$ cat src/rtl/sdmmc_cmd_path.sv
module sdmmc_cmd_path #(
  parameter int RESP_TIMEOUT = 64
) (
  input  logic        clk,
  input  logic        rst_n,
  input  logic        reg_wr,
  input  logic [2:0]  reg_addr,
  input  logic [31:0] reg_wdata,
  output logic [31:0] reg_rdata,
  output logic        cmd_out,
  output logic        cmd_oe,
  input  logic        cmd_in
);
  localparam int TW = $clog2(RESP_TIMEOUT + 1);
  localparam int FRAME_W = 48;
  localparam int LONG_W = 136;

  typedef enum logic [1:0] {S_IDLE, S_SEND, S_WAIT, S_RECV} st_t;

  st_t          st;
  logic [31:0]  arg_q;
  logic [12:0]  cmd_q;
  logic [7:0]   flags;
  logic [7:0]   set_f;
  logic [31:0]  resp [4];
  logic [47:0]  tx_sh;
  logic [7:0]   bcnt;
  logic [TW-1:0] timer;
  logic [126:0] rx;
  logic [127:0] rx_nxt;
  logic         busy;

  function automatic logic [6:0] crc7_of(input logic [119:0] d, input int n);
    logic [6:0] c;
    logic fb;
    c = '0;
    for (int i = 119; i >= 0; i--) begin
      if (i < n) begin
        fb = d[i] ^ c[6];
        c  = {c[5:0], 1'b0};
        if (fb) c = c ^ 7'h09;
      end
    end
    return c;
  endfunction

  wire       wr_cmd = reg_wr && (reg_addr == 3'd1);
  wire       wr_arg = reg_wr && (reg_addr == 3'd0);
  wire       wr_clr = reg_wr && (reg_addr == 3'd3);
  wire [1:0] mode   = cmd_q[9:8];
  wire       is_long = (mode == 2'b11);
  wire       last_bit = (bcnt == (is_long ? 8'(LONG_W - 1) : 8'(FRAME_W - 1)));
  wire [6:0] tx_crc = crc7_of({80'b0, 2'b01, reg_wdata[5:0], arg_q}, 40);

  assign rx_nxt = {rx, cmd_in};
  wire [6:0] crc_s  = crc7_of({80'b0, rx_nxt[47:8]}, 40);
  wire [6:0] crc_l  = crc7_of(rx_nxt[127:8], 120);
  wire       crc_ok = (is_long ? crc_l : crc_s) == rx_nxt[7:1];
  wire       chk_crc = (mode != 2'b10);

  assign busy    = (st != S_IDLE);
  assign cmd_oe  = (st == S_SEND);
  assign cmd_out = cmd_oe ? tx_sh[47] : 1'b1;

  always_comb begin
    set_f = '0;
    if (!wr_cmd) begin
      if (st == S_SEND && bcnt == 8'(FRAME_W - 1) && mode == 2'b00) set_f[7] = 1'b1;
      if (st == S_WAIT && cmd_in && timer == TW'(RESP_TIMEOUT - 1)) set_f[2] = 1'b1;
      if (st == S_RECV && last_bit) begin
        if (chk_crc && !crc_ok) set_f[0] = 1'b1;
        else                    set_f[6] = 1'b1;
      end
    end
  end

  always_ff @(posedge clk or negedge rst_n) begin
    if (!rst_n) begin
      st    <= S_IDLE;
      arg_q <= '0;
      cmd_q <= '0;
      flags <= '0;
      tx_sh <= '1;
      bcnt  <= '0;
      timer <= '0;
      rx    <= '0;
      for (int k = 0; k < 4; k++) resp[k] <= '0;
    end else begin
      flags <= (flags & ~(wr_clr ? reg_wdata[7:0] : 8'h00)) | set_f;
      if (wr_arg) arg_q <= reg_wdata;
      if (wr_cmd) begin
        cmd_q <= reg_wdata[12:0];
        bcnt  <= '0;
        if (reg_wdata[12]) begin
          st    <= S_SEND;
          tx_sh <= {2'b01, reg_wdata[5:0], arg_q, tx_crc, 1'b1};
        end else begin
          st    <= S_IDLE;
          tx_sh <= '1;
        end
      end else begin
        case (st)
          S_SEND: begin
            tx_sh <= {tx_sh[46:0], 1'b1};
            bcnt  <= bcnt + 8'd1;
            if (bcnt == 8'(FRAME_W - 1)) begin
              bcnt  <= '0;
              timer <= '0;
              st    <= (mode == 2'b00) ? S_IDLE : S_WAIT;
            end
          end
          S_WAIT: begin
            if (!cmd_in) begin
              st   <= S_RECV;
              bcnt <= 8'd1;
              rx   <= rx_nxt[126:0];
            end else if (timer == TW'(RESP_TIMEOUT - 1)) begin
              st <= S_IDLE;
            end else begin
              timer <= timer + 1'b1;
            end
          end
          S_RECV: begin
            rx   <= rx_nxt[126:0];
            bcnt <= bcnt + 8'd1;
            if (last_bit) begin
              st <= S_IDLE;
              if (is_long) begin
                resp[0] <= rx_nxt[127:96];
                resp[1] <= rx_nxt[95:64];
                resp[2] <= rx_nxt[63:32];
                resp[3] <= {rx_nxt[31:1], 1'b0};
              end else begin
                resp[0] <= rx_nxt[39:8];
              end
            end
          end
          default: ;
        endcase
      end
    end
  end

  always_comb begin
    case (reg_addr)
      3'd0:    reg_rdata = arg_q;
      3'd1:    reg_rdata = {19'b0, cmd_q};
      3'd2:    reg_rdata = {20'b0, busy, 3'b0, flags};
      3'd4:    reg_rdata = resp[0];
      3'd5:    reg_rdata = resp[1];
      3'd6:    reg_rdata = resp[2];
      3'd7:    reg_rdata = resp[3];
      default: reg_rdata = '0;
    endcase
  end
endmodule

$ cat config.mk
export PLATFORM = sky130hd
export DESIGN_NAME = sdmmc_cmd_path
export DESIGN_NICKNAME = d
export VERILOG_FILES = /design/src/rtl/sdmmc_cmd_path.sv
export SDC_FILE = /design/constraint.sdc
export NUM_CORES = 1
export LEC_CHECK = 0
export ABC_AREA = 1
export ABC_CLOCK_PERIOD_IN_PS = 6900
export BUFFER_PORTS_ARGS = -buffer_cell sky130_fd_sc_hd__clkbuf_2
export CAP_MARGIN = 20
export CORE_MARGIN = 1.5
export CORE_UTILIZATION = 60
export CTS_CLUSTER_DIAMETER = 50
export DETAILED_ROUTE_END_ITERATION = 8
export GPL_ROUTABILITY_DRIVEN = 0
export PLACE_DENSITY = 0.77
export REMOVE_ABC_BUFFERS = 1
export SETUP_SLACK_MARGIN = 0.3
export SLEW_MARGIN = 10
export SYNTH_ARGS = -nofsm -noshare
export SYNTH_HDL_FRONTEND = slang
export SYNTH_SLANG_ARGS = --single-unit
$ cat constraint.sdc
create_clock -name clk -period 6.9 [get_ports clk]
set_input_delay 1.035 -clock clk [delete_from_list [all_inputs] [get_ports clk]]
set_output_delay 1.035 -clock clk [all_outputs]
set_load 0.01 [all_outputs]
==> results of run 1 <==
## metal layers
metal | vias to the layer above | share of wire (%) | global-route usage, %
li1 | 9590 | - | -
met1 | 9947 | 39 | 45.6
met2 | 1055 | 47 | 56.3
met3 | 220 | 9.4 | 5.90
met4 | 0 | 4.9 | 16.1
met5 | - | 0 | 0
## logic make-up (layout without fill, tap and decap cells)
family                   count (synthesis)  in the layout  synth area share [%]
AO/OA/AOI/OAI                          493            493                  12.9
XOR/XNOR                               146            146                  5.80
adder cells (fa/ha/maj)                  2              2                 0.114
buffers and inverters                  409            491                  7.04
flip-flops                             371            371                  42.4
multiplexers                             1              1                0.0511
other                                    0              3                     0
AND/OR/NAND/NOR                       1506           1506                  31.7
## critical path, delay by kind of cell (launching register included)
| family | cells | cell delay (ps) |
|---|---|---|
| buf+inv | 8 | 660 |
| flops | 1 | 450 |
| simple gates | 71 | 6060 |
## stage by stage
step	setup slack (ps)	setup TNS, ps	utilization [%]
after detailed placement	-175	-342	63.6
after CTS	9.76	0	69.4
after floorplan	-5930	-673970	-
after global routing	-963	-1910	71.7
after global placement	63.2	0	63.5
final	-420	-802	71.7
## what timing repair did
item                                   4_1_cts  5_1_grt
setup endpoints to repair                    2        2
gates cloned                                 0        0
resized for setup                           99      197
buffers inserted                             6        8
pin swaps                                   28       80
endpoints found under the hold margin        0        0
## cell usage in the layout, fill, tap and decap left out, drive strengths merged, types with 6 or more instances in the layout
master,instances
clkinv,17
dfstp,47
nand2,1132
a221oi,7
o2111ai,21
clkbuf,126
a21oi,42
nand3,266
nor2,76
xnor2,50
a22oi,30
buf,33
o221ai,37
o21ai,335
xor2,96
nand4,12
o22ai,6
nor3,12
dfrtp,324
inv,307
bufinv,6
## worst paths after layout
path / endpoint / slack, ps / cells past startpoint
hold reg to reg: tx_sh[18] / 470 / 2
hold / removal: tx_sh[18] / 470 / 2
max in group asynchronous: rx[124] / 4890 / 2
min in group asynchronous: arg_q[18] / 480 / 1
setup reg to reg: flags[6] / -420 / 79
setup / recovery: flags[6] / -420 / 79
## state kept, by name, indices dropped and copies added (netlist names)
signal,flops
bcnt,8
arg_q,32
flags,8
tx_sh,47
resp,127
timer,7
st,2
cmd_q,13
rx,127
## area by class of cell
| cell class | count | area [sq um] |
|---|---|---|
| multi-input combinational | 2148 | 12300 |
| antenna | 3 | 7.51 |
| inverter | 303 | 1140 |
| fill | 2732 | 10100 |
| clock inverter | 29 | 362 |
| tap | 461 | 577 |
| clock buffer | 55 | 1240 |
| sequential | 371 | 9350 |
| timing repair buffer | 104 | 663 |
==> results.txt, run 1 <==
The flow ran to the end, but the final reports show violations. The final reports fail on setup timing. In this run the clock root is driven by a sky130_fd_sc_hd__clkbuf_16.

TritonCTS built the clock tree. The antenna violation net count after detailed routing is 0. Hold timing on the final database bottoms out at a slack of 466 ps. Counting flops with a built-in enable in the synthesized netlist gives 0. The area growth from synthesis to layout is 16.6%. The commonest cells after synthesis are sky130_fd_sc_hd__nand2_1 (917), sky130_fd_sc_hd__o21ai_0 (334), sky130_fd_sc_hd__dfrtp_1 (324), sky130_fd_sc_hd__inv_1 (257), sky130_fd_sc_hd__nand3_1 (231). The total overflow reported by the global router is 0. For this run, the detailed router's first-pass iteration total came to 6.

For this run, the total global-route usage over all layers was measured as 34.7%. The proportion of netlist area held by the largest area contributor is 36.8%. The net count reported at finish is 3014.

Cells with a size suffix above 1 make up 24.8% of the layout. The count of final hold-check violations came out at 0. The required time of the critical path came out at 7370 ps.

The height of the chip came out at 195 um. The clock buffer count from CTS is 45. The startpoint of the most critical register-to-register path is rx[125]. In this design, the stage delay of the slowest critical-path cell is 450 ps.

The number of distinct library cells after synthesis is 42. The synthesized area per cell came out at 7.52 sq um. The worst-case setup margin in the final layout is -420 ps. In this run the cell area of the synthesized design comes to 22000 sq um. By instance count, the leading cell after synthesis is sky130_fd_sc_hd__nand2_1.

The worst pin sits at a relative slew slack of 30.1%. The number of synthesized register bits came out at 371. The full die area came out at 37900 sq um. The via density per instance is 5.99.

Clock latency on the worst-skew pair, taken at its later pin, is 590 ps. Setup repair after global routing could not meet its margin everywhere. Once detailed placement completed, the half-perimeter wirelength came to 46700 um. The total number of vias is 20800. The number of ports placed on the die boundary is 73. The cell that appears most often on the critical path is sky130_fd_sc_hd__nand2_4. The via count of the first global-routing pass came to 19700. The count of buffers from port buffering came out at 72. The arrival time of data at the critical path endpoint is 7790 ps.

In this run the worst hold path is classified as reg2reg. In the post-synthesis netlist, the biggest area contributors are sky130_fd_sc_hd__dfrtp_1 (37%), sky130_fd_sc_hd__nand2_1 (16%), sky130_fd_sc_hd__o21ai_0 (7.6%), sky130_fd_sc_hd__dfstp_2 (5.6%), sky130_fd_sc_hd__nand3_1 (5.2%). The async set or reset register ratio after synthesis is 100%.

The pin count of the biggest net entering global routing came out at 250. The H-tree level count is 2. The portion of the clock cycle consumed by the worst path in the final layout came out at 106%.

The wire length of the first global-routing pass is 104000 um. The number of DRC violations after detailed-routing iteration 0 is 1976. The placed standard-cell area came out at 22800 sq um. The maximum frequency from static timing analysis is 0.137 GHz. The total placed cells including tap cells is 3373. The initial utilization of the core area, before any placement, comes to 61.5%. The total area inside the core boundary comes to 35800 sq um. Across the run, the number of max-cap violations was 0. The post-route minimum period came out at 7320 ps. The total of endpoints with negative setup slack in the final report is 2.

The kind of launch point of the worst setup path is a flop. Tracing the worst setup path back leads to its startpoint at rx[125]. For the pin with the worst max-slew slack, the measured transition is 1050 ps. After technology mapping, the gate count stands at 2928.

After clock tree synthesis, the clock-pin slew on the worst setup and hold paths is 60 ps. In this run the worst path has a maximum fanout of 5. The startpoint of the worst hold path is tx_sh[18]. By startpoint and endpoint, the worst setup path is classified as reg2reg. The count of pins over their slew limit came out at 0. The per-cell routed wire length is 19.4 um. The portion of the post-synthesis area used by sequential elements is 42.4%. The synthesized design spends more area on one cell type than any other, namely sky130_fd_sc_hd__dfrtp_1. The worst setup path is captured at a flop. The worst clock skew is 20.8 ps.

The total number of clock tree sinks came out at 371. For this run, the leading register cell type out of synthesis is sky130_fd_sc_hd__dfrtp_1. The number of antenna violations at the first check in global routing is 4. The final instance count without filler cells is 3474. The placement row count came out at 69. The quantity of hold-fixing buffers added after cts is 0. For this run, design rule violations remaining after detail routing come to 0. The cell at the slowest stage of the critical path is sky130_fd_sc_hd__dfrtp_2. With fillers left out, the area of the finished cells amounts to 25700 sq um.

During synthesis, Yosys emitted a total of 0 warnings. The clock passes through at most 3 buffers. The overall routed net length is 67400 um. In this run the horizontal extent of the chip is 195 um.
Power of run 1 is left out: the tool's default activity adds up to more than one toggle a clock period on the data nets, which glitch-free logic cannot reach.
==> inputs of run 2 (changes only) <==
- CORE_UTILIZATION: 60 -> 50
- PLACE_DENSITY: 0.77 -> 0.66
- REMOVE_ABC_BUFFERS: 1 -> unset
- SLEW_MARGIN: 10 -> unset
==> run 2 against run 1 <==
Net effect: the run still ends with setup timing left; cell count grew 3.8%; clock skew grew 1.3 ps; non-clock buffer count grew 4; worst hold slack lost 27 ps; largest cell class unchanged; highest routed layer unchanged.
==> results.txt, run 2 (synthesis gave the netlist of run 1 again) <==
The residual DRC count is 0 (unchanged). The initial cell density of the core is 50.9% (-11 points). The placement row count was 76 (+10%).

The run finished, with violations left. The endpoint identified for the worst register-to-register timing path is flags[0]. The height of the chip is 213 um (+9.4%). The H-tree level count came to 2 (unchanged). The post-route minimum period came to 7040 ps (-278 ps). The worst setup path is launched from a flop. The global router's overall resource usage came out at 29.9% (-4.8 points). The register-to-register setup slack is -140 ps (+280 ps). The delay of the slowest critical-path stage is 450 ps (about the same). The wire length of the first global-routing pass was 105000 um (+0.76%).

The total number of vias is 20400 (-2.2%). The worst slack at placement is -256 ps (-81.1 ps). The count of buffers from port buffering was 72 (unchanged). The sequential standard cell area was 9350 sq um (about the same). The count of filler cells inserted in the layout was 3852 (+41%). The final reports fail on setup timing. The arrival time of data at the critical path endpoint came out at 7500 ps (-290 ps). The worst setup path is of the reg2reg kind.

The number of DRC violations after detailed-routing iteration 0 is 2136 (+8.1%). Leaving out fill and tap cells, the most frequent cell in the layout is sky130_fd_sc_hd__nand2_1. The placed standard-cell area was 22900 sq um (+0.63%).

The combined buffer and inverter count along the critical path is 6 (-2). The required time of the critical path is 7360 ps (about the same). The area growth from synthesis to layout came out at 18.0%. The post-route standard cell area excluding fillers was 26000 sq um (+1.2%). The total overflow reported by the global router was 0 (unchanged).

The number of buffers on the longest clock path was 3 (unchanged). The worst-case setup margin in the final layout came out at -142 ps (+278 ps). The count of final hold-check violations was 0 (unchanged).

Setup repair after global routing could not meet its margin everywhere. The number of ports placed on the die boundary is 73 (unchanged). The count of max-cap constraint violations was 0 (unchanged). The quantity of hold-fixing buffers added after cts came out at 0 (unchanged).

TritonCTS built the clock tree. Broken down by cell family, the worst path's largest delay share belongs to simple AND/OR/NAND/NOR gates. The net count reported at finish came out at 3021 (+0.23%). The pin count of the biggest net entering global routing is 171 (-32%). The total number of clock tree sinks came out at 371 (unchanged). The slowest stage of the critical path belongs to the cell sky130_fd_sc_hd__dfrtp_2. The clock buffer count from CTS came to 48 (+6.7%). The antenna violation net count after detailed routing is 0 (unchanged). The maximum frequency from static timing analysis came out at 0.142 GHz (+3.9%). The portion of the clock cycle consumed by the worst path in the final layout came out at 102% (-4.0 points).

The startpoint of the most critical register-to-register path is rx[124]. Among the stages of the critical path, the cell type that occurs most often is sky130_fd_sc_hd__nand2_2. The per-cell routed wire length came out at 18.9 um (-2.8%). The clock-pin transition on the worst setup and hold timing paths is 60 ps (about the same). The worst reg2reg path depth came to 73 (-7.6%). The total half-perimeter wirelength after legalization and detailed placement came to 48900 um (+4.7%). The total of endpoints with negative setup slack in the final report came to 2 (unchanged). The cell sitting at the root of the clock tree is a sky130_fd_sc_hd__clkbuf_16. The share of the core filled with cells came out at 60.1% (-12 points). Leaving out fill and tap cells, the most frequent cells in the layout are sky130_fd_sc_hd__nand2_1 (773), sky130_fd_sc_hd__o21ai_0 (334), sky130_fd_sc_hd__dfrtp_1 (316).

The fraction of layout cells with a size suffix above 1 came to 26.0% (+1.2 points). The detailed-routing iteration count for the pre-antenna-repair pass came to 7 (+1). The number of antenna violations at the first check in global routing came out at 1 (-3). The critical-path maximum fanout was 6 (+1). The multi-input logic area came out at 12400 sq um (+0.43%). The count of pins over their slew limit came out at 0 (unchanged). The latest clock arrival within the worst-skew pair is 600 ps (about the same). In the final layout, the registers with the most flip-flops are resp: 127 flops, rx: 127 flops, tx_sh: 47 flops.

The via density per instance is 5.65 (-5.7%). The worst clock skew came out at 22.1 ps (+1.27 ps). The min-delay analysis places its worst path in the category in2async.

Counting every net in the synthesized netlist gives 2969. The via count of the first global-routing pass came out at 18800 (-4.5%). The full die area is 45300 sq um (+20%). The overall routed net length was 68000 um (+0.88%). The worst max-slew margin expressed relative to the limit came out at 26.8% (-3.3 points). The core area is 43300 sq um (+21%).

The width of the die was 213 um (+9.4%). The transition time at the pin with the least slew margin is 1100 ps (+50.0 ps). STA classifies the critical path endpoint as a flop.
run 2: cell types whose count changed in the layout (fill, tap and decap cells not counted), sizes merged:
cell	previous run	this run
diode	3	1
clkbuf	126	131
buf	33	37
clkinv	17	14
clkinvlp	2	7
inv	307	305
run 2: per-layer routing:
| layer | global-route usage (%) | share of wire [%] |
|---|---|---|
| met4 | 12.7 | 4.4 |
| met5 | 0 | 0 |
| met2 | 46.6 | 46 |
| met1 | 40.7 | 42 |
| met3 | 5.49 | 7.9 |
run 2: worst reg2reg max path: cells and delay by family (launching register included):
family        cells  cell delay [ps]
xor+xnor          1              120
flops             1              450
buf+inv           6              570
simple gates     66             5790
run 2: worst max path at each step:
stage / endpoint / cells past startpoint / slack [ps] / startpoint
floorplan: flags[0] / 77 / 1050 / rx[124]
global placement: flags[0] / 70 / -80 / rx[124]
detailed placement: flags[0] / 73 / -260 / rx[123]
CTS: flags[6] / 79 / 110 / rx[124]
global route: flags[0] / 81 / -760 / rx[123]
finish: flags[0] / 73 / -140 / rx[124]
run 2: layout make-up:
type | count | area share (%)
Clock buffer | 60 | 5.18
Sequential cell | 371 | 36.0
Multi-Input combinational cell | 2148 | 47.6
Timing Repair Buffer | 108 | 2.66
Antenna cell | 1 | 0.00962
Tap cell | 585 | 2.82
Clock inverter | 29 | 1.35
Inverter | 303 | 4.37
run 2: per-stage QoR:
stage | setup TNS (ps) | std cells | hold WS, ps
2_1_floorplan | 0 | 2928 | 443
3_3_place_gp | -157 | 3498 | 456
3_5_place_dp | -499 | 3498 | 458
4_1_cts | 0 | 3599 | 469
5_1_grt | -1500 | 3604 | 478
6_report | -282 | 3605 | 439
run 2: timing repair:
item | in CTS | in global routing
setup endpoints to repair | 2 | 2
setup buffers | 12 | 4
resized for setup | 179 | 143
pin swaps | 79 | 80
Power of run 2 is left out for the same reason.
